`src/rtl/uart_tx_framer.sv`:
```
module uart_tx_framer #(
  parameter int OVS = 16
) (
  input  logic       clk,
  input  logic       rst_n,
  input  logic       baud_tick,
  input  logic [1:0] cfg_len,
  input  logic       cfg_par_en,
  input  logic       cfg_even,
  input  logic       cfg_stick,
  input  logic       cfg_stop2,
  input  logic       cfg_break,
  input  logic       in_valid,
  input  logic [7:0] in_data,
  output logic       in_ready,
  output logic       tx_out,
  output logic       tx_busy
);
  localparam int CW = $clog2(2 * OVS);
  localparam logic [CW-1:0] BIT_LAST  = CW'(OVS - 1);
  localparam logic [CW-1:0] HALF_LAST = CW'(OVS + OVS / 2 - 1);
  localparam logic [CW-1:0] TWO_LAST  = CW'(2 * OVS - 1);

  typedef enum logic [2:0] {S_IDLE, S_START, S_DATA, S_PAR, S_STOP} st_t;

  st_t           st;
  logic [CW-1:0] cnt;
  logic [2:0]    idx;
  logic [7:0]    shreg;
  logic [1:0]    len_q;
  logic          pen_q, stop2_q, par_q;
  logic [7:0]    dmask;
  logic          par_nxt, line_bit, bit_end;
  logic [CW-1:0] last_cnt;

  always_comb begin
    case (cfg_len)
      2'b00:   dmask = 8'h1F;
      2'b01:   dmask = 8'h3F;
      2'b10:   dmask = 8'h7F;
      default: dmask = 8'hFF;
    endcase
  end

  assign par_nxt = cfg_stick ? ~cfg_even
                 : (cfg_even ? ^(in_data & dmask) : ~^(in_data & dmask));

  always_comb begin
    if (st != S_STOP)      last_cnt = BIT_LAST;
    else if (!stop2_q)     last_cnt = BIT_LAST;
    else if (len_q == 2'b00) last_cnt = HALF_LAST;
    else                   last_cnt = TWO_LAST;
  end

  assign bit_end  = baud_tick && (cnt == last_cnt);
  assign in_ready = (st == S_IDLE);
  assign tx_busy  = (st != S_IDLE);

  always_comb begin
    case (st)
      S_START: line_bit = 1'b0;
      S_DATA:  line_bit = shreg[0];
      S_PAR:   line_bit = par_q;
      default: line_bit = 1'b1;
    endcase
  end

  assign tx_out = line_bit & ~cfg_break;

  always_ff @(posedge clk or negedge rst_n) begin
    if (!rst_n) begin
      st      <= S_IDLE;
      cnt     <= '0;
      idx     <= '0;
      shreg   <= '0;
      len_q   <= '0;
      pen_q   <= 1'b0;
      stop2_q <= 1'b0;
      par_q   <= 1'b0;
    end else if (st == S_IDLE) begin
      if (in_valid) begin
        st      <= S_START;
        cnt     <= '0;
        idx     <= '0;
        shreg   <= in_data;
        len_q   <= cfg_len;
        pen_q   <= cfg_par_en;
        stop2_q <= cfg_stop2;
        par_q   <= par_nxt;
      end
    end else if (baud_tick) begin
      if (!bit_end) begin
        cnt <= cnt + 1'b1;
      end else begin
        cnt <= '0;
        case (st)
          S_START: st <= S_DATA;
          S_DATA: begin
            shreg <= shreg >> 1;
            idx   <= idx + 1'b1;
            if (idx == {1'b1, len_q}) st <= pen_q ? S_PAR : S_STOP;
          end
          S_PAR:   st <= S_STOP;
          default: st <= S_IDLE;
        endcase
      end
    end
  end
endmodule


```
`config.mk`:
```
export PLATFORM = sky130hd
export DESIGN_NAME = uart_tx_framer
export DESIGN_NICKNAME = d
export VERILOG_FILES = /design/src/rtl/uart_tx_framer.sv
export SDC_FILE = /design/constraint.sdc
export NUM_CORES = 1
export LEC_CHECK = 0
export ABC_AREA = 1
export BUFFER_PORTS_ARGS = -buffer_cell sky130_fd_sc_hd__buf_2
export CAP_MARGIN = 20
export CORE_UTILIZATION = 30
export DETAILED_ROUTE_END_ITERATION = 6
export PLACE_DENSITY = 0.51
export SLEW_MARGIN = 40
export SYNTH_ARGS = -nofsm -noshare
export SYNTH_HDL_FRONTEND = slang
export SYNTH_SLANG_ARGS = --single-unit
export TNS_END_PERCENT = 5
```
`constraint.sdc`:
```
create_clock -name clk -period 1.41 [get_ports clk]
set_input_delay 0.3525 -clock clk [delete_from_list [all_inputs] [get_ports clk]]
set_output_delay 0.3525 -clock clk [all_outputs]
set_load 0.05 [all_outputs]
```
==> results of run 1 <==
## cell usage in the layout (no fill, tap or decap)
cell	n
a21oi_1	4
a31oi_4	1
buf_12	2
buf_2	18
buf_4	24
buf_6	8
clkbuf_8	4
clkinv_1	1
dfrtp_1	22
dfrtp_2	2
ha_1	2
inv_1	19
inv_2	4
inv_6	1
nand2_1	56
nand2_2	25
nand2_4	3
nand3_1	11
nand3_2	5
nand3_4	1
nand4_1	15
nor2_1	4
nor2_2	2
nor2_4	3
nor2_8	1
nor3_4	1
o21ai_0	8
o21ai_1	1
o21ai_4	1
o21bai_1	1
o31ai_1	1
xnor2_1	3
xor2_1	3
## cell families (layout without fill, tap and decap cells)
| kind of cell | after synthesis | after routing |
|---|---|---|
| simple gates | 126 | 127 |
| buf+inv | 30 | 81 |
| flops | 24 | 24 |
| compound gates | 17 | 17 |
| xor+xnor | 6 | 6 |
| fa+ha+maj | 2 | 2 |
## per-stage QoR
stage	instance area (um^2)	TNS (ns)	power [mW]	utilization
after floorplan	1610	-3.590	2.777	-
after global placement	1946	-2.794	3.555	0.3834
after detailed placement	1946	-3.695	3.558	0.3834
after CTS	2098	-4.430	4.330	0.4135
after global routing	2155	-6.629	4.835	0.4246
final	2155	-4.158	4.452	0.4246
## routing by layer
metal | part of all wire | GRT usage | vias up
li1 | - | - | 766
met4 | 0.0046 | 0.01887 | 0
met3 | 0.038 | 0.03252 | 3
met2 | 0.44 | 0.2232 | 21
met1 | 0.52 | 0.2270 | 653
met5 | 0 | 0 | -
## worst register-to-register path: cells and delay by family, from the launching register on
kind / cells / cell delay (ns)
flops: 1 / 0.48
simple gates: 10 / 1.07
## registers in the layout, summed over array words and instances, names as in the netlist
signal	flops
cnt	5
idx	3
len_q	2
par_q	1
pen_q	1
shreg	8
st	3
stop2_q	1
## power groups by stage
stage               registers, mW  clock network, mW  logic [mW]
floorplan                    1.17                  0        1.61
global placement             1.18                  0        2.38
detailed placement           1.17                  0        2.39
CTS                          1.18              0.506        2.64
global route                 1.22              0.533        3.08
finish                       1.19              0.482        2.78
## worst max path at each step
stage	cells after the start	endpoint	from
after floorplan	9	cnt[4]$_DFFE_PN0P_	st[0]$_DFFE_PN0P_
after global placement	10	shreg[0]$_DFFE_PN0P_	st[0]$_DFFE_PN0P_
after detailed placement	10	shreg[0]$_DFFE_PN0P_	st[0]$_DFFE_PN0P_
after CTS	5	tx_out	st[0]$_DFFE_PN0P_
after global routing	5	tx_out	st[0]$_DFFE_PN0P_
final	5	tx_out	st[0]$_DFFE_PN0P_
## cell type report
cell class / instances / area, um^2
sequential: 24 / 603.1
timing repair buffer: 52 / 400.4
multi-input combinational: 152 / 909.6
fill: 557 / 2920
inverter: 25 / 98.84
tap: 70 / 87.58
clock buffer: 4 / 55.05
## repair_timing
item,in CTS,in global routing
endpoints found under the setup margin,23,27
hold buffers,0,0
gates cloned,0,1
resized for setup,17,8
setup buffers,6,1
hold endpoints to repair,0,0
pin swaps,6,4
==> flow_summary_export.csv, run 1 <==
group,metric,value,unit
final_layout,antenna_cells,0,
setup_path,required,1.06,ns
outcome,violations,"negative setup slack",
global_routing,first_global_vias,1320,
drt,wl_per_cell,11.20,um
power,vdd_drop_max,1.520,mV
sta,setup_viol,22,
final_layout,final_cells,327,
logic_synthesis,synth_compound_area_frac,0.06508,
logic_synthesis,avgSynthCellArea,7.690,um^2
logic_synthesis,netlist_area,1577,um^2
sta,slew_violations,0,
logic_synthesis,synth.distinct_cells,27,
clocking,root_buffer,"clkbuf_8",
power,p_seq_frac,0.267,
outcome,status,"complete, but fails checks",
placement,port_buffers,21,
logic_synthesis,synth_xor_area_frac,0.03333,
sta,finalCriticalPeriod,1.677,ns
die,die_x,74.49,um
setup_path,critPathMaxStageDelay,0.48,ns
clocking,cts_tree,"built",
setup_path,r2r_slack,-0.23,ns
sta,fmax,596.2,MHz
drt,drtAntennaViolNets,0,
power,comb_power_share,0.624,
setup_path,critical_path.max_fanout,5,
sta,worst_slack,-0.2672,ns
setup_path,worst_setup_path_end_kind,"output pin",
die,coreArea,5075,um^2
drt,via_per_inst,4.413,
global_routing,grt_overflow_total,0,
global_routing,grt_max_degree,25,
placement,dp_cells,315,
setup_path,reg2reg_depth,10,
power,swShare,0.4478,
power,power.leakage,1.109,nW
logic_synthesis,yosysMostFrequentCell,"nand2_1",
placement,pre_cts_slack,-0.2305,ns
clocking,cts_buffers,3,
logic_synthesis,synth_async_sr_flop_share,1.000,
sta,rsz0062_at_grt,"true",
final_layout,drive_above_1_share,0.4125,
setup_path,crit_arrival,1.32,ns
logic_synthesis,syn-num-nets,226,
logic_synthesis,synth_top_cell_area_share,0.3810,
drt,num_vias,1443,
logic_synthesis,synthFlopType,"dfrtp_1",
drt,drc,0,
logic_synthesis,synth_simple_gate_area_frac,0.4151,
die,dieArea,5549,um^2
logic_synthesis,synth_top_family_by_area,"simple AND/OR/NAND/NOR gates",
power,powerDensity,2066,nW/um^2
global_routing,grt_usage,0.1500,
setup_path,path_cells,"nor2_4, buf_6, nor2_4, a31oi_4, buf_6",
clocking,htree_levels,1,
logic_synthesis,synth_edf_count,0,
sta,worst_slew_pin_slew,0.2096,ns
clocking,clk_path_buf_depth,2,
job,maxCapViolCount,0,
clocking,clk_pin_slew,0.09,ns
logic_synthesis,synth.area.top_cells,"dfrtp_1 38%, nand2_1 14%, nand2_2 9.1%, nand4_1 6.0%, inv_1 4.8%",
placement,dp_hpwl,2688,um
drt,drtIter0Drc,53,
logic_synthesis,synth_commonest_cells,"59 x nand2_1, 24 x dfrtp_1, 23 x nand2_2",
setup_path,startpoint_type,"flop",
global_routing,grt_pass1_wl,6230,um
logic_synthesis,synthMuxAreaShare,0,
power,intPower,2.458,mW
setup_path,reg2reg_from,"st[0]$_DFFE_PN0P_",
sta,timing.final.crit_share,1.189,
die,pin_count,22,
logic_synthesis,synth_seq_cells,24,
logic_synthesis,synth_cells,205,
placement,gp_congestion,0.7433,
logic_synthesis,synth-warning-count,0,
global_routing,antenna_found_initial,0,
die,num_rows,26,
setup_path,cp_top_family,"flip-flops",
die,die_h,74.49,um
setup_path,worstPathBufferInverterCount,2,
drt,routed_wl,3663,um
die,start_util,0.3107,
setup_path,critical_path_class,"flop to output pin",
power,p_clk_frac,0.108,
worst_hold_path,hold_class,"input pin to async pin",
sta,hold_viol_final,0,
logic_synthesis,synth_seq_area_share,0.3810,
logic_synthesis,synth_top_area_cell,"dfrtp_1",
logic_synthesis,synth_adder_area_share,0.01587,
final_layout,area_growth,36.67,%
setup_path,cp_slowest_cell,"dfrtp_2",
sta,finalClockSkew,0.001228,ns
sta,relSlewSlack,0.8598,
drt,dr.pass1.iters,4,
sta,holdWs,0.004730,ns
final_layout,final_nets,279,
clocking,clock_latency,0.27,ns
power,p_sw,1.994,mW
setup_path,regToRegEndpoint,"shreg[6]$_DFFE_PN0P_",
clocking,cts.sinks,24,
No activity file was read; power rests on OpenSTA's default activity.
==> inputs of run 2 (changes only) <==
CTS_BUF_LIST = sky130_fd_sc_hd__clkbuf_16   (was not set)
==> flow_summary_export.csv, run 2 (synthesized netlist as in run 1, its figures left out) <==
group,metric,value,unit
die,num_rows,26,
setup_path,worst_setup_path_end_kind,"output pin",
clocking,clk_path_buf_depth,2,
drt,drtAntennaViolNets,0,
final_layout,area_growth,38.49,%
clocking,cts.sinks,24,
final_layout,multiInputGateArea,919.6,um^2
global_routing,grt_pass1_wl,6279,um
sta,worst_slack,-0.2398,ns
clocking,cts_buffers,3,
final_layout,fillerInstances,550,
setup_path,startpoint_type,"flop",
setup_path,critical_path.max_fanout,2,
worst_hold_path,hold_class,"input pin to async pin",
die,die_x,74.49,um
power,power,4.592,mW
sta,relSlewSlack,0.8617,
sta,slew_violations,0,
clocking,clk_pin_slew,0.06,ns
global_routing,antenna_found_initial,0,
sta,finalClockSkew,0.002980,ns
outcome,violations,"negative setup slack",
setup_path,r2r_slack,-0.22,ns
setup_path,critical_path_class,"flop to output pin",
clocking,htree_levels,1,
die,dieArea,5549,um^2
global_routing,first_global_vias,1337,
die,start_util,0.3107,
setup_path,required,1.06,ns
clocking,cts_tree,"built",
sta,finalCriticalPeriod,1.650,ns
global_routing,grt_max_degree,25,
final_layout,regMostFlops,"shreg",
power,vdd_drop_max,1.435,mV
drt,drtIter0Drc,71,
sta,worst_slew_pin_slew,0.2068,ns
clocking,cts_hold_buf,0,
die,pin_count,22,
power,powerDensity,2103,nW/um^2
final_layout,layout.area.seq,603.1,um^2
final_layout,final_cell_mix,"56 x nand2_1, 25 x nand2_2, 23 x buf_4",
placement,dp_hpwl,2688,um
die,coreArea,5075,um^2
sta,rsz0062_at_grt,"true",
drt,num_vias,1448,
clocking,root_buffer,"clkbuf_16",
sta,timing.final.crit_share,1.170,
placement,port_buffers,21,
job,maxCapViolCount,0,
sta,setup_viol,22,
drt,wl_per_cell,11.04,um
drt,drc,0,
final_layout,final_common_cell,"nand2_1",
final_layout,largest_reg_flops,8,
drt,dr.pass1.iters,4,
clocking,clock_latency,0.25,ns
setup_path,reg2reg_depth,11,
setup_path,regToRegEndpoint,"shreg[6]$_DFFE_PN0P_",
drt,via_per_inst,4.428,
sta,hold_viol_final,0,
placement,gp_congestion,0.7433,
final_layout,fin_area,2183,um^2
drt,routed_wl,3611,um
setup_path,reg2reg_from,"st[2]$_DFFE_PN0P_",
final_layout,top_regs,"shreg: 8 flops, cnt: 5 flops",
global_routing,grt_usage,0.1491,
final_layout,drive_above_1_share,0.4202,
final_layout,final_nets,279,
sta,fmax,606.1,MHz
global_routing,grt_overflow_total,0,
placement,pre_cts_slack,-0.2305,ns
power,power.leakage,1.120,nW
die,die_h,74.49,um
placement,placed_area,1946,um^2
setup_path,crit_arrival,1.30,ns
final_layout,antenna_cells,0,
outcome,status,"complete, but fails checks",
run 2: cell types whose count changed in the layout (fill, tap and decap cells not counted), sizes merged:
cell / change
clkbuf: -1
clkinv: +1
run 2: critical path, stage by stage, from the launching register on:
cell,delay [ns]
dfrtp_1,0.39
inv_2,0.07
nand2_2,0.06
nor2_2,0.14
nand2_2,0.08
a31oi_4,0.13
buf_6,0.17
run 2: metal layers:
metal  vias up  track usage  part of all wire
li1        768            -                 -
met3         2      0.03252             0.032
met1       652       0.2170              0.51
met2        26       0.2322              0.45
met5         -            0                 0
met4         0      0.01887            0.0033
run 2: timing repair:
item	CTS	global route
pin swaps	10	1
endpoints found under the setup margin	23	27
gates cloned	0	1
buffers inserted	7	0
gates resized for setup	21	9
run 2: metrics by stage:
| step | util | hold slack, ns | std cells | setup TNS (ns) |
|---|---|---|---|---|
| 2_1_floorplan | - | 0.05691 | 205 | -3.590 |
| 3_3_place_gp | 0.3834 | 0.3112 | 315 | -2.794 |
| 3_5_place_dp | 0.3834 | 0.3063 | 315 | -3.695 |
| 4_1_cts | 0.4216 | 0.03380 | 326 | -4.022 |
| 5_1_grt | 0.4302 | 0.03769 | 327 | -5.953 |
| 6_report | 0.4302 | 0.03074 | 327 | -3.629 |
run 2: worst max-delay path by stage:
stage | cells after the start | slack, ns | to | from
floorplan | 9 | -0.21 | cnt[4]$_DFFE_PN0P_ | st[0]$_DFFE_PN0P_
global route | 10 | -0.32 | shreg[2]$_DFFE_PN0P_ | st[0]$_DFFE_PN0P_
detailed placement | 10 | -0.23 | shreg[0]$_DFFE_PN0P_ | st[0]$_DFFE_PN0P_
CTS | 5 | -0.24 | tx_out | st[0]$_DFFE_PN0P_
global placement | 10 | -0.18 | shreg[0]$_DFFE_PN0P_ | st[0]$_DFFE_PN0P_
finish | 6 | -0.24 | tx_out | st[2]$_DFFE_PN0P_
run 2: final cells by class:
type                       instances  area share
clock buffer                       3     0.03438
clock inverter                     1    0.001719
inverter                          25     0.04527
multi-input combinational        152      0.4212
sequential                        24      0.2762
tap                               70     0.04011
timing repair buffer              52      0.1811
run 2: power by group:
group / total, mW / leakage [nW] / switching, mW / internal (mW)
sequential: 1.19 / 0.308 / 0.230 / 0.960
clock: 0.615 / 0.0385 / 0.236 / 0.379
combinational: 2.79 / 0.774 / 1.54 / 1.25
==> inputs of run 3 (changes only) <==
==> constraint.sdc (replaced) <==
create_clock -name clk -period 1.41 [get_ports clk]
set_input_delay 0.2115 -clock clk [delete_from_list [all_inputs] [get_ports clk]]
set_output_delay 0.2115 -clock clk [all_outputs]
set_load 0.05 [all_outputs]
==> flow_summary_export.csv, run 3 (synthesized netlist as in run 1, its figures left out) <==
group,metric,value,unit
outcome,status,"complete, but fails checks",
outcome,violations,"negative setup slack",
drt,top_layer,"met4",
drt,drc,0,
worst_hold_path,hold_path_depth,3,
global_routing,first_global_vias,1315,
final_layout,regMostFlops,"shreg",
sta,fmax,642.7,MHz
die,die_x,74.49,um
die,die_h,74.49,um
global_routing,grt_max_degree,25,
power,p_seq_frac,0.259,
power,p_clk_frac,0.138,
setup_path,critical_path.max_fanout,6,
die,dieArea,5549,um^2
final_layout,area_growth,35.08,%
final_layout,fillerInstances,545,
sta,setup_viol,22,
global_routing,antenna_found_initial,0,
final_layout,drive_above_1_share,0.3750,
global_routing,grt_pass1_wl,6051,um
clocking,htree_levels,1,
final_layout,final_common_cell,"nand2_1",
drt,num_vias,1443,
drt,drtAntennaViolNets,0,
job,maxCapViolCount,0,
sta,finalClockSkew,0.002729,ns
power,swShare,0.4375,
drt,wl_met1,1840,um
clocking,cts.sinks,24,
power,powerDensity,2127,nW/um^2
setup_path,r2r_slack,-0.15,ns
setup_path,regToRegEndpoint,"shreg[0]$_DFFE_PN0P_",
setup_path,cp-startpoint,"st[2]$_DFFE_PN0P_",
sta,rsz0062_at_grt,"true",
setup_path,worst_setup_path_end_kind,"flop",
global_routing,grt_usage,0.1445,
placement,port_buffers,21,
sta,finalCriticalPeriod,1.556,ns
final_layout,final_cells,326,
power,power.leakage,1.106,nW
sta,worst_slew_pin_slew,0.5460,ns
worst_hold_path,hold_end,"pen_q$_DFFE_PN0P_",
final_layout,top_regs,"shreg: 8 flops, cnt: 5 flops",
drt,dr.pass1.iters,4,
die,start_util,0.3107,
worst_hold_path,hold_start,"cfg_par_en",
placement,pre_cts_slack,-0.1535,ns
setup_path,required,1.56,ns
power,intPower,2.548,mW
global_routing,grt_overflow_total,0,
drt,via_per_inst,4.426,
setup_path,reg2reg_from,"st[2]$_DFFE_PN0P_",
final_layout,largest_reg_flops,8,
sta,holdWs,0.1461,ns
final_layout,final_cell_mix,"57 x nand2_1, 25 x buf_4, 24 x nand2_2, 24 x dfrtp_1, 19 x inv_1",
die,pin_count,22,
sta,timing.final.crit_share,1.103,
placement,dp_cells,314,
clocking,clk_path_buf_depth,2,
setup_path,startpoint_type,"flop",
drt,drtIter0Drc,56,
sta,slew_violations,0,
drt,wl_met2,1678,um
clocking,clock_latency,0.26,ns
power,p_sw,1.982,mW
clocking,cts_tree,"built",
setup_path,critical_path_class,"flop to flop",
drt,routed_wl,3606,um
power,comb_power_share,0.603,
final_layout,final_nets,278,
clocking,root_buffer,"clkbuf_16",
sta,hold_viol_final,0,
placement,dp_hpwl,2711,um
setup_path,crit_arrival,1.71,ns
worst_hold_path,hold_class,"input pin to flop",
final_layout,antenna_cells,0,
drt,wl_met3,54,um
sta,relSlewSlack,0.6360,
final_layout,layout.area.seq,600.6,um^2
drt,wl_per_cell,11.06,um
power,vdd_drop_max,0.6128,mV
die,num_rows,26,
final_layout,multiInputGateArea,900.9,um^2
die,coreArea,5075,um^2
clocking,cts_buffers,3,
sta,worst_slack,-0.1459,ns
setup_path,reg2reg_depth,10,
clocking,clk_pin_slew,0.06,ns
placement,gp_congestion,0.7355,
## run 3: changes by cell type in the layout (fill, tap and decap cells not counted), moves of 2 or more
| cell | change |
|---|---|
| buf_4 | +2 |
| buf_6 | -6 |
| dfrtp_1 | +2 |
| dfrtp_2 | -2 |
| nand3_1 | +5 |
| nand3_2 | -6 |
## run 3: final cells by class
type	count	area share
clock buffer	3	0.03525
clock inverter	1	0.001763
inverter	25	0.04407
multi-input combinational	153	0.4230
sequential	24	0.2820
tap	70	0.04113
timing repair buffer	50	0.1727
## run 3: power groups by stage
stage                     Sequential, mW  Combinational, mW  Clock, mW
final                               1.17               2.73      0.624
after global routing                1.21               3.01      0.662
after CTS                           1.17               2.58      0.642
after detailed placement            1.18               2.40          0
after global placement              1.18               2.39          0
after floorplan                     1.16               1.60          0
## run 3: worst max-delay path by stage
stage	to	slack [ns]	cells past startpoint
3_5_place_dp	idx[2]$_DFFE_PN0P_	-0.15	10
6_report	shreg[0]$_DFFE_PN0P_	-0.15	10
4_1_cts	tx_out	-0.18	6
3_3_place_gp	shreg[6]$_DFFE_PN0P_	-0.13	10
2_1_floorplan	cnt[4]$_DFFE_PN0P_	-0.20	9
5_1_grt	idx[2]$_DFFE_PN0P_	-0.26	10
## run 3: repair_timing
action / 4_1_cts / 5_1_grt
setup buffers: 3 / 2
hold buffers: 1 / 0
pin swaps: 3 / 4
endpoints found under the setup margin: 21 / 25
hold endpoints to repair: 24 / 0
resized for setup: 11 / 5
gates cloned: 0 / 2
## run 3: critical path, stage by stage (launching register included)
cell     delay [ns]
dfrtp_1        0.41
inv_2          0.10
nand2_4        0.08
nor2_8         0.10
buf_4          0.18
nand2_4        0.08
o21ai_4        0.09
buf_4          0.15
nand3_4        0.13
nand2_1        0.09
nand2_1        0.04
## run 3: layer usage
layer / track usage / vias to the layer above
met1: 0.2022 / 653
met3: 0.02033 / 2
met4: 0.04403 / 0
li1: - / 770
met2: 0.2312 / 18
met5: 0 / -
## run 3: stage by stage
| step | setup TNS (ns) | power, mW | area (um^2) | util |
|---|---|---|---|---|
| after floorplan | -3.051 | 2.762 | 1602 | - |
| after global placement | -1.582 | 3.572 | 1929 | 0.3802 |
| after detailed placement | -2.111 | 3.582 | 1929 | 0.3802 |
| after CTS | -2.776 | 4.392 | 2074 | 0.4088 |
| after global routing | -4.579 | 4.881 | 2130 | 0.4196 |
| final | -2.418 | 4.530 | 2130 | 0.4196 |
